==> config.mk <==
export PLATFORM = sky130hd
export DESIGN_NAME = irqvec_ctrl
export DESIGN_NICKNAME = d
export VERILOG_FILES = /design/src/rtl/irqvec_pkg.sv /design/src/rtl/irqvec_status.sv /design/src/rtl/irqvec_arb.sv /design/src/rtl/irqvec_regbus.sv /design/src/rtl/irqvec_ctrl.sv
export SDC_FILE = /design/constraint.sdc
export NUM_CORES = 1
export LEC_CHECK = 0
export ABC_AREA = 1
export BUFFER_PORTS_ARGS = -buffer_cell sky130_fd_sc_hd__buf_2
export CAP_MARGIN = 20
export CELL_PAD_IN_SITES_DETAIL_PLACEMENT = 1
export CELL_PAD_IN_SITES_GLOBAL_PLACEMENT = 1
export CORE_ASPECT_RATIO = 1.5
export CORE_UTILIZATION = 36
export CTS_CLUSTER_DIAMETER = 120
export CTS_CLUSTER_SIZE = 30
export DETAILED_ROUTE_END_ITERATION = 10
export PLACE_DENSITY = 0.8
export SYNTH_ARGS = -nofsm -noshare
export SYNTH_HDL_FRONTEND = slang
export SYNTH_SLANG_ARGS = --single-unit
export TNS_END_PERCENT = 20
==> constraint.sdc <==
create_clock -name clk -period 1.03 [get_ports clk]
set_input_delay 0.206 -clock clk [delete_from_list [all_inputs] [get_ports clk]]
set_output_delay 0.206 -clock clk [all_outputs]
set_load 0.01 [all_outputs]
==> src/rtl/irqvec_pkg.sv <==
package irqvec_pkg;

  // Source index equals acknowledge priority rank (0 wins).
  localparam int NSRC = 4;
  localparam int SRC_CTL = 0;
  localparam int SRC_MED = 1;
  localparam int SRC_PRN = 2;
  localparam int SRC_DSK = 3;

  // Sources whose pending flag is an event latch rather than a level.
  localparam logic [NSRC-1:0] EVT_MASK = 4'b0010;

  // Bit position of each source's pending flag in the status byte.
  function automatic int pend_pos(input int idx);
    case (idx)
      SRC_CTL: return 7;
      SRC_MED: return 6;
      SRC_PRN: return 5;
      default: return 4;
    endcase
  endfunction

  // Bit position of each source's enable flag in the status byte.
  function automatic int en_pos(input int idx);
    case (idx)
      SRC_CTL: return 2;
      SRC_MED: return 1;
      SRC_PRN: return 0;
      default: return 3;
    endcase
  endfunction

  // Device code placed in vector bits 1..0.
  function automatic logic [1:0] dev_code(input int idx);
    case (idx)
      SRC_CTL: return 2'b00;
      SRC_MED: return 2'b01;
      SRC_PRN: return 2'b11;
      default: return 2'b10;
    endcase
  endfunction

endpackage

==> src/rtl/irqvec_status.sv <==
module irqvec_status
  import irqvec_pkg::*;
#(
  parameter int N = NSRC,
  parameter logic [N-1:0] EVT = EVT_MASK
) (
  input  logic         clk,
  input  logic         rst,
  input  logic         en_we,
  input  logic [N-1:0] en_wdata,
  input  logic [N-1:0] src_in,
  input  logic [N-1:0] clr,
  output logic [N-1:0] pend,
  output logic [N-1:0] en
);

  always_ff @(posedge clk) begin
    if (rst)        en <= '0;
    else if (en_we) en <= en_wdata;
  end

  for (genvar i = 0; i < N; i++) begin : g_src
    if (EVT[i]) begin : g_evt
      // Event latch: a set pulse beats a same-edge clear.
      always_ff @(posedge clk) begin
        if (rst)            pend[i] <= 1'b0;
        else if (src_in[i]) pend[i] <= 1'b1;
        else if (clr[i])    pend[i] <= 1'b0;
      end
    end else begin : g_lvl
      // Level follower: an acknowledge clears for one edge.
      always_ff @(posedge clk) begin
        if (rst)         pend[i] <= 1'b0;
        else if (clr[i]) pend[i] <= 1'b0;
        else             pend[i] <= src_in[i];
      end
    end
  end

endmodule

==> src/rtl/irqvec_arb.sv <==
module irqvec_arb
  import irqvec_pkg::*;
#(
  parameter int N = NSRC,
  parameter int DATA_W = 8,
  parameter logic [DATA_W-1:0] IDLE_VEC = 8'h18,
  localparam int BASE_W = DATA_W - 2
) (
  input  logic [N-1:0]      act,
  input  logic [BASE_W-1:0] base,
  output logic [N-1:0]      grant,
  output logic [DATA_W-1:0] vector
);

  logic [N:0] seen;
  logic [1:0] code;

  assign seen[0] = 1'b0;
  for (genvar i = 0; i < N; i++) begin : g_chain
    assign grant[i]  = act[i] & ~seen[i];
    assign seen[i+1] = seen[i] | act[i];
  end

  always_comb begin
    code = 2'b00;
    for (int i = 0; i < N; i++)
      if (grant[i]) code = code | dev_code(i);
  end

  assign vector = seen[N] ? {base, code} : IDLE_VEC;

endmodule

==> src/rtl/irqvec_regbus.sv <==
module irqvec_regbus #(
  parameter int DATA_W = 8,
  localparam int BASE_W = DATA_W - 2
) (
  input  logic              clk,
  input  logic              rst,
  input  logic              bus_sel,
  input  logic              bus_we,
  input  logic              bus_addr,
  input  logic [DATA_W-1:0] bus_wdata,
  input  logic [DATA_W-1:0] status_q,
  output logic [DATA_W-1:0] bus_rdata,
  output logic              st_we,
  output logic [3:0]        st_wdata,
  output logic [BASE_W-1:0] vec_base
);

  logic wr, rd;

  assign wr       = bus_sel & bus_we;
  assign rd       = bus_sel & ~bus_we;
  assign st_we    = wr & ~bus_addr;
  assign st_wdata = bus_wdata[3:0];

  always_ff @(posedge clk) begin
    if (rst)                vec_base <= '0;
    else if (wr & bus_addr) vec_base <= bus_wdata[DATA_W-1:2];
  end

  always_ff @(posedge clk) begin
    if (rst)     bus_rdata <= '0;
    else if (rd) bus_rdata <= bus_addr ? {vec_base, 2'b00} : status_q;
  end

endmodule

==> src/rtl/irqvec_ctrl.sv <==
module irqvec_ctrl
  import irqvec_pkg::*;
#(
  parameter int DATA_W = 8,
  parameter logic [DATA_W-1:0] IDLE_VEC = 8'h18
) (
  input  logic              clk,
  input  logic              rst,
  input  logic              bus_sel,
  input  logic              bus_we,
  input  logic              bus_addr,
  input  logic [DATA_W-1:0] bus_wdata,
  output logic [DATA_W-1:0] bus_rdata,
  input  logic              req_flop_ctl,
  input  logic              media_evt,
  input  logic              req_print,
  input  logic              req_disk,
  input  logic              iack_req,
  output logic              iack_done,
  output logic [DATA_W-1:0] iack_vector,
  output logic              irq_out
);

  localparam int BASE_W = DATA_W - 2;

  logic [NSRC-1:0]   pend, en, act, grant, en_wdata, src_in, clr;
  logic [DATA_W-1:0] status_q, arb_vec;
  logic [BASE_W-1:0] vec_base;
  logic              st_we;
  logic [3:0]        st_wdata;

  assign src_in[SRC_CTL] = req_flop_ctl;
  assign src_in[SRC_MED] = media_evt;
  assign src_in[SRC_PRN] = req_print;
  assign src_in[SRC_DSK] = req_disk;

  always_comb begin
    status_q = '0;
    for (int i = 0; i < NSRC; i++) begin
      status_q[pend_pos(i)] = pend[i];
      status_q[en_pos(i)]   = en[i];
      en_wdata[i]           = st_wdata[en_pos(i)];
    end
  end

  assign act = pend & en;
  assign clr = iack_req ? grant : '0;

  irqvec_regbus #(.DATA_W(DATA_W)) u_bus (
    .clk(clk), .rst(rst),
    .bus_sel(bus_sel), .bus_we(bus_we), .bus_addr(bus_addr),
    .bus_wdata(bus_wdata), .status_q(status_q), .bus_rdata(bus_rdata),
    .st_we(st_we), .st_wdata(st_wdata), .vec_base(vec_base)
  );

  irqvec_status #(.N(NSRC), .EVT(EVT_MASK)) u_stat (
    .clk(clk), .rst(rst),
    .en_we(st_we), .en_wdata(en_wdata),
    .src_in(src_in), .clr(clr),
    .pend(pend), .en(en)
  );

  irqvec_arb #(.N(NSRC), .DATA_W(DATA_W), .IDLE_VEC(IDLE_VEC)) u_arb (
    .act(act), .base(vec_base), .grant(grant), .vector(arb_vec)
  );

  always_ff @(posedge clk) begin
    if (rst) begin
      irq_out     <= 1'b0;
      iack_done   <= 1'b0;
      iack_vector <= '0;
    end else begin
      irq_out   <= |act;
      iack_done <= iack_req;
      if (iack_req) iack_vector <= arb_vec;
    end
  end

endmodule

Word level (Yosys, flattened, before mapping)
Cells that the tools add are included. Widths: inputs -> output; s select.

Flip-flop bits (word level): 32. Bits of input ports: 18. Output and inout bits: 18. Word-level logic and storage cells: 43.

Multiplexer cells: 10. Bitwise logic cells: 18. Reduce and logical (&&, ||, !) cells: 5.

Operator list (count): $mux 8 (2); $mux 2 (4); $and 1x1->1 (7); $reduce_or 2->1 (3); $not 1->1 (5); $and 4x4->4 (1); $mux 4 (1); $or 2x2->2 (2); $reduce_or 4->1 (1); $mux 1 (3); $or 1x1->1 (3); $reduce_bool 2->1 (1).

Depth between registers and ports, before layout
Gate-level depths: netlist (run 1).

Depth after elaboration: 10. Depth in mapped cells: 7. Depth with buffers taken out: 7.

Hierarchy
A second synthesis (run 1) with hierarchy kept.

Cell total of the unflattened synthesis: 237. Area, all modules: 1503.9 um2.

Modules (own cells, without submodules): irqvec_regbus (instances 1, cells an instance 123, area an instance 715.7 um2, seq. area each 280.3 um2); irqvec_ctrl (instances 1, cells an instance 58, area an instance 421.7 um2, seq. area each 200.2 um2); irqvec_status (instances 1, cells an instance 31, area an instance 256.5 um2, seq. area each 160.2 um2); irqvec_arb (instances 1, cells an instance 25, area an instance 110.1 um2, seq. area each 0.0 um2).

Worst setup path after synthesis (run 1)
No wires, ideal clock.

Path type: register -> register. From: register u_stat.en[0]. To: register irq_out. Arrival: 0.759 ns. Data required time: 0.915 ns. Setup slack: 0.156 ns. Stages on the path, launching flop included: 4. Buffers on the path: 0. Clock period less this slack: 0.874 ns. Path through: dfxtp_1 nand2_1 nand4_2 and2_1.

Cells in the longest elaborated chain, start to end: 2.

Ends and longest elaborated chain: from (decl) (RTL line irqvec_status.sv:14) `output logic [N-1:0] en`; from (signal assigned) (RTL line irqvec_status.sv:19) `else if (en_we) en <= en_wdata;`; $and 4x4->4 (RTL line irqvec_ctrl.sv:46) `assign act = pend & en;`; $reduce_or 4->1 (RTL line irqvec_ctrl.sv:73) `irq_out <= |act;`; to (signal assigned) (RTL line irqvec_ctrl.sv:73); to (decl) (RTL line irqvec_ctrl.sv:21) `output logic irq_out`.

No other way between the ends. A chain may end at the register's enable or synchronous reset.

Worst setup path in the final report (run 1)
From: register iack_vector[3]. To: output iack_vector[3].

RTL lines: from (decl) (RTL line irqvec_ctrl.sv:20) `output logic [DATA_W-1:0] iack_vector,`; from (signal assigned) (RTL line irqvec_ctrl.sv:75) `if (iack_req) iack_vector <= arb_vec;`.

No word-level cell between the ends.

==> results.cfg, run 1 <==
[power]
switching_share = 0.257
cellPowerDensity_nw_per_um2 = 1630
power.total_mw = 2.63
pwr-share-clk = 0.382
ir_drop_uv = 1250
seqPwrFrac = 0.508
p_leak_nw = 0.745
power.switching_uw = 676
pwr-share-comb = 0.110
intPower_mw = 1.96

[clock_tree]
clkTransAtPathRegs_ps = 70
cts_tree = done
h-tree-depth = 2
cts_num_sinks = 32
numCtsBuffers = 5
cts.path.max_buffers = 2
cts_setup_buffers = 0
holdBufCountCts = 0
clock_latency_ps = 290
cts_root_buf = clkbuf_8

[timing]
worst_pin_slew_ps = 329
hold_viol = 0
fin_crit_sh = 0.946
period_needed_ps = 974
slew_viol_final = 0
slew_headroom = 0.780
clock.fmax_ghz = 1.03
fin_skew_ps = 6.52
setup_viol = 0

[placement]
place_congestion = 0.866
place_area_sq_um = 1500
hpwl_mm = 2.63
port_buffers = 35
place_inst = 233

[detailed_routing]
routedWlPerCell_microns = 14.7
ant_nets = 0
wirelength_mm = 3.54
via_per_inst = 5.03
via_count = 1212
drc = 0
dr.first_iter.drc_count = 10
first_pass_iters = 4

[yosys]
synthTopCellsByArea = dfxtp_1, nand2_1, a21oi_1
synth_edf_count = 0
synth_area_sq_um = 1250
yosys_warnings = 0
syn_avg_cell_area_sq_um = 8.04
synthTopCellsByCount = dfxtp_1, nand2_1, nor2_1
netlist_instances = 156
synth_top_cell_by_area = dfxtp_1
ys_seq_area_frac = 0.511
ys_ff_latch = 32
async_reset_ff_frac = 0
synthMostInstantiatedCell = dfxtp_1
synth_flop_cell = dfxtp_1
synth.distinct_cells = 21
syn_nets = 174
yosys.area.top_type_share = 0.511

[floorplan]
core_area_sq_um = 3220
die-area_sq_um = 3730
die_h_microns = 74.3
ios = 36
chipWidth_microns = 50.2
start_util = 0.389
num_rows = 25

[final_layout]
syn_to_final_growth_pct = 28.7
stdcell_count = 241
num-nets-final = 218
finalInstanceArea_sq_um = 1610
n_antenna_cell = 0
final_layout_size_suffix_gt1_frac = 0.363

[run]
cap_violations = 0

[worst_setup_path]
critPathSlowestCell = dfxtp_1
critPathMaxStageDelay_ps = 340
start_kind = flop
crit_family = flip-flops
crit_fanout = 2
critPathBufInv = 1
crit_required_ps = 820
end_kind = primary output
cp_cell_sequence = buf_2
worst_ep_arrival_time_ps = 770
setup.worst_path.class = flop to primary output

[global_route]
grt_util_met3 = 0.0491
busiest_layer = met2
grt_antenna_before_repair = 0
grt_usage = 0.211
grt_pass1_vias = 1285
grt_use_met2 = 0.400
grt_pass1_wl_mm = 5.72
grtUsageMet1 = 0.214
grt_overflow = 0
grt_max_degree = 23

[hold_path]
holdCritPathClass = input port to flop

[outcome]
outcome = finished, final reports clean
## layout by cell type (no fill, tap or decap)
cell type  synthesis  routed
a21oi_1           17      17
a21oi_2            7       7
and2_1             1       1
buf_2              2      35
buf_4              3       7
clkbuf_1           0       2
clkbuf_8           0       6
clkinv_1           2       2
dfxtp_1           32      29
dfxtp_2            0       3
inv_1              8       8
inv_2              3       3
inv_4              1       1
inv_6              1       1
nand2_1           29      25
nand2_2            0       4
nand3_1            8       8
nand3_2            2       2
nand4_4            0       1
nor2_1            18      17
nor2_2             1       2
nor2_4             1       1
o211ai_1           1       1
o21ai_0            8       8
o21ai_1           10      10
## layer usage
metal | vias up | routed length (microns)
met2 | 26 | 1980
met5 | - | 0
met1 | 584 | 1370
li1 | 597 | -
met4 | 0 | 61
met3 | 5 | 131
## flip-flops by register name (all words and copies together) (netlist names)
register	count
iack_done	1
u_stat.pend	4
u_stat.en	4
iack_vector	8
u_bus.bus_rdata	8
u_bus.vec_base	6
irq_out	1
## cell type report
class	count	area [sq um]
flip-flops and latches	32	644
multi-input cells	104	538
repair buffers	42	228
clock buffers	8	90.1
inverters	15	63.8
well taps	40	50.0
fillers	425	1610
## per-stage QoR
stage | setup WS (ps) | hold WS (ps) | util | setup TNS (ps)
final | 56.0 | 121 | 0.501 | 0
after global routing | -17.6 | 146 | 0.501 | -17.6
after CTS | 9.82 | 134 | 0.493 | 0
after detailed placement | 27.9 | 426 | 0.465 | 0
after global placement | 68.5 | 416 | 0.465 | 0
after floorplan | 156 | 323 | - | 0
## what timing repair did
action,4_1_cts,5_1_grt
endpoints found under the hold margin,0,0
resized for setup,0,9
endpoints found under the setup margin,0,6
## power by group through the flow
| stage | combinational (mW) | sequential, mW | clock, mW |
|---|---|---|---|
| CTS | 0.288 | 1.33 | 0.995 |
| detailed placement | 0.284 | 1.36 | 0 |
| floorplan | 0.148 | 1.37 | 0 |
| global route | 0.321 | 1.35 | 1.04 |
| finish | 0.289 | 1.34 | 1.01 |
| global placement | 0.270 | 1.36 | 0 |
## worst paths after layout
path	from	end	slack, ps	depth (start not counted)
worst max register to register	u_stat.en[1]	iack_vector[1]	70	7
worst max-delay path	iack_vector[3]	iack_vector[3]	60	1
worst min register to register	iack_vector[6]	iack_vector[6]	450	2
worst min-delay path	media_evt	u_stat.pend[1]	120	3
## cells by family after synthesis
logic type	count (synthesis)	synth area share
buffers and inverters	20	0.0769
AO/OA/AOI/OAI	43	0.195
AND/OR/NAND/NOR	61	0.218
flip-flops	32	0.511
No activity file was read; power rests on OpenSTA's default activity.
==> run 2: changes to the inputs <==
--- a/config.mk
+++ b/config.mk
@@ -6,7 +6,7 @@
 export NUM_CORES = 1
 export LEC_CHECK = 0
 export ABC_AREA = 1
-export BUFFER_PORTS_ARGS = -buffer_cell sky130_fd_sc_hd__buf_2
+export BUFFER_PORTS_ARGS = -buffer_cell sky130_fd_sc_hd__buf_4
 export CAP_MARGIN = 20
 export CELL_PAD_IN_SITES_DETAIL_PLACEMENT = 1
 export CELL_PAD_IN_SITES_GLOBAL_PLACEMENT = 1
==> constraint.sdc (replaced) <==
create_clock -name clk -period 1.03 [get_ports clk]
set_input_delay 0.103 -clock clk [delete_from_list [all_inputs] [get_ports clk]]
set_output_delay 0.103 -clock clk [all_outputs]
set_load 0.01 [all_outputs]
==> results.cfg, run 2 (same netlist as run 1, synthesis figures left out) <==
[outcome]
outcome = finished, final reports clean

[final_layout]
regArea_sq_um = 642
num-nets-final = 212
n_antenna_cell = 0
multi_input_area_sq_um = 538
final_util = 0.519
final_common_cell = buf_4
layout_common_cells = buf_4, dfxtp_1, nand2_1
reg_top3 = iack_vector x8, u_bus.bus_rdata x8, u_bus.vec_base x6
syn_to_final_growth_pct = 33.3
fillCellCount = 405
final_layout_size_suffix_gt1_frac = 0.338

[clock_tree]
clkTransAtPathRegs_ps = 60
numCtsBuffers = 5
h-tree-depth = 2
clock_latency_ps = 290
cts_tree = done
cts.path.max_buffers = 2
cts_root_buf = clkbuf_8
holdBufCountCts = 0
cts_num_sinks = 32

[timing]
worst_pin_slew_ps = 330
hold_viol = 0
fin_crit_sh = 0.935
setup_viol = 0
slew_headroom = 0.780
fin_skew_ps = 6.00
period_needed_ps = 963
setup_tns_ps = 0
slew_viol_final = 0
clock.fmax_ghz = 1.04

[worst_setup_path]
ff2ff_path_depth = 4
setup.worst_path.class = flop to flop
start_kind = flop
crit_required_ps = 1210
worst_ep_arrival_time_ps = 1140
ff2ff_setup_slack_ps = 70
end_kind = flop
crit_fanout = 3

[floorplan]
ios = 36
start_util = 0.389
num_rows = 25
die-area_sq_um = 3730
die_h_microns = 74.3
chipWidth_microns = 50.2
core_area_sq_um = 3220

[detailed_routing]
dr.first_iter.drc_count = 23
first_pass_iters = 3
ant_nets = 0
wirelength_mm = 3.39
via_per_inst = 5.03
drc = 0
via_count = 1182
routedWlPerCell_microns = 14.4

[placement]
port_buffers = 35
hpwl_mm = 2.58
place_congestion = 0.854

[power]
ir_drop_uv = 1260
switching_share = 0.234
seqPwrFrac = 0.479
cellPowerDensity_nw_per_um2 = 1680
p_leak_nw = 0.740
power.total_mw = 2.80
pwr-share-comb = 0.105
pwr-share-clk = 0.416
intPower_mw = 2.15
power.switching_uw = 657

[global_route]
grt_overflow = 0
grt_usage = 0.213
grt_pass1_wl_mm = 5.66
grt_antenna_before_repair = 0
grt_pass1_vias = 1251
grt_max_degree = 23

[run]
cap_violations = 0

[hold_path]
holdCritPathClass = input port to flop
hold_depth = 3
-- run 2: power by group through the flow --
| stage | clock network (mW) | logic [mW] | registers, mW |
|---|---|---|---|
| after global placement | 0 | 0.284 | 1.36 |
| after floorplan | 0 | 0.148 | 1.37 |
| after detailed placement | 0 | 0.294 | 1.37 |
| final | 1.17 | 0.296 | 1.34 |
| after global routing | 1.26 | 0.330 | 1.35 |
| after CTS | 1.20 | 0.297 | 1.34 |
-- run 2: final cells by class --
type	count	share of cell area
inverters	15	0.0382
multi-input cells	104	0.322
flip-flops and latches	32	0.384
clock buffers	6	0.0434
repair buffers	36	0.162
clock inverters	2	0.0210
well taps	40	0.0299
-- run 2: what timing repair did --
action	in CTS	in global routing
endpoints found under the setup margin	0	8
resized for setup	0	7
setup buffers	0	0
-- run 2: per-stage QoR --
step / cells / hold WS [ps] / setup WS, ps / instance area, sq um
after floorplan: 156 / 220 / 156 / 1250
after global placement: 227 / 311 / 85.8 / 1540
after detailed placement: 227 / 326 / 34.1 / 1540
after CTS: 235 / 23.3 / 17.2 / 1650
after global routing: 235 / 24.8 / -12.3 / 1670
final: 235 / 25.4 / 66.5 / 1670
-- run 2: worst max-delay path: stages, from the launching register on --
cell and delay, ps:
dfxtp_1 360, a21oi_2 210, nand2_1 110, a21oi_1 130
nor2_1 50
-- run 2: routing by layer --
layer / share of wire / global-route usage / vias up / wire [microns]
li1: - / - / 586 / -
met1: 0.38 / 0.212 / 548 / 1300
met2: 0.52 / 0.364 / 35 / 1770
met3: 0.045 / 0.0634 / 13 / 152
met4: 0.049 / 0.171 / 0 / 167
met5: 0 / 0 / - / 0
-- run 2: final timing paths --
check | endpoint | from
worst max-delay path | u_stat.pend[1] | u_stat.pend[0]
worst min-delay path | u_stat.pend[1] | media_evt
worst max register to register | u_stat.pend[1] | u_stat.pend[0]
worst min register to register | iack_vector[5] | iack_vector[5]
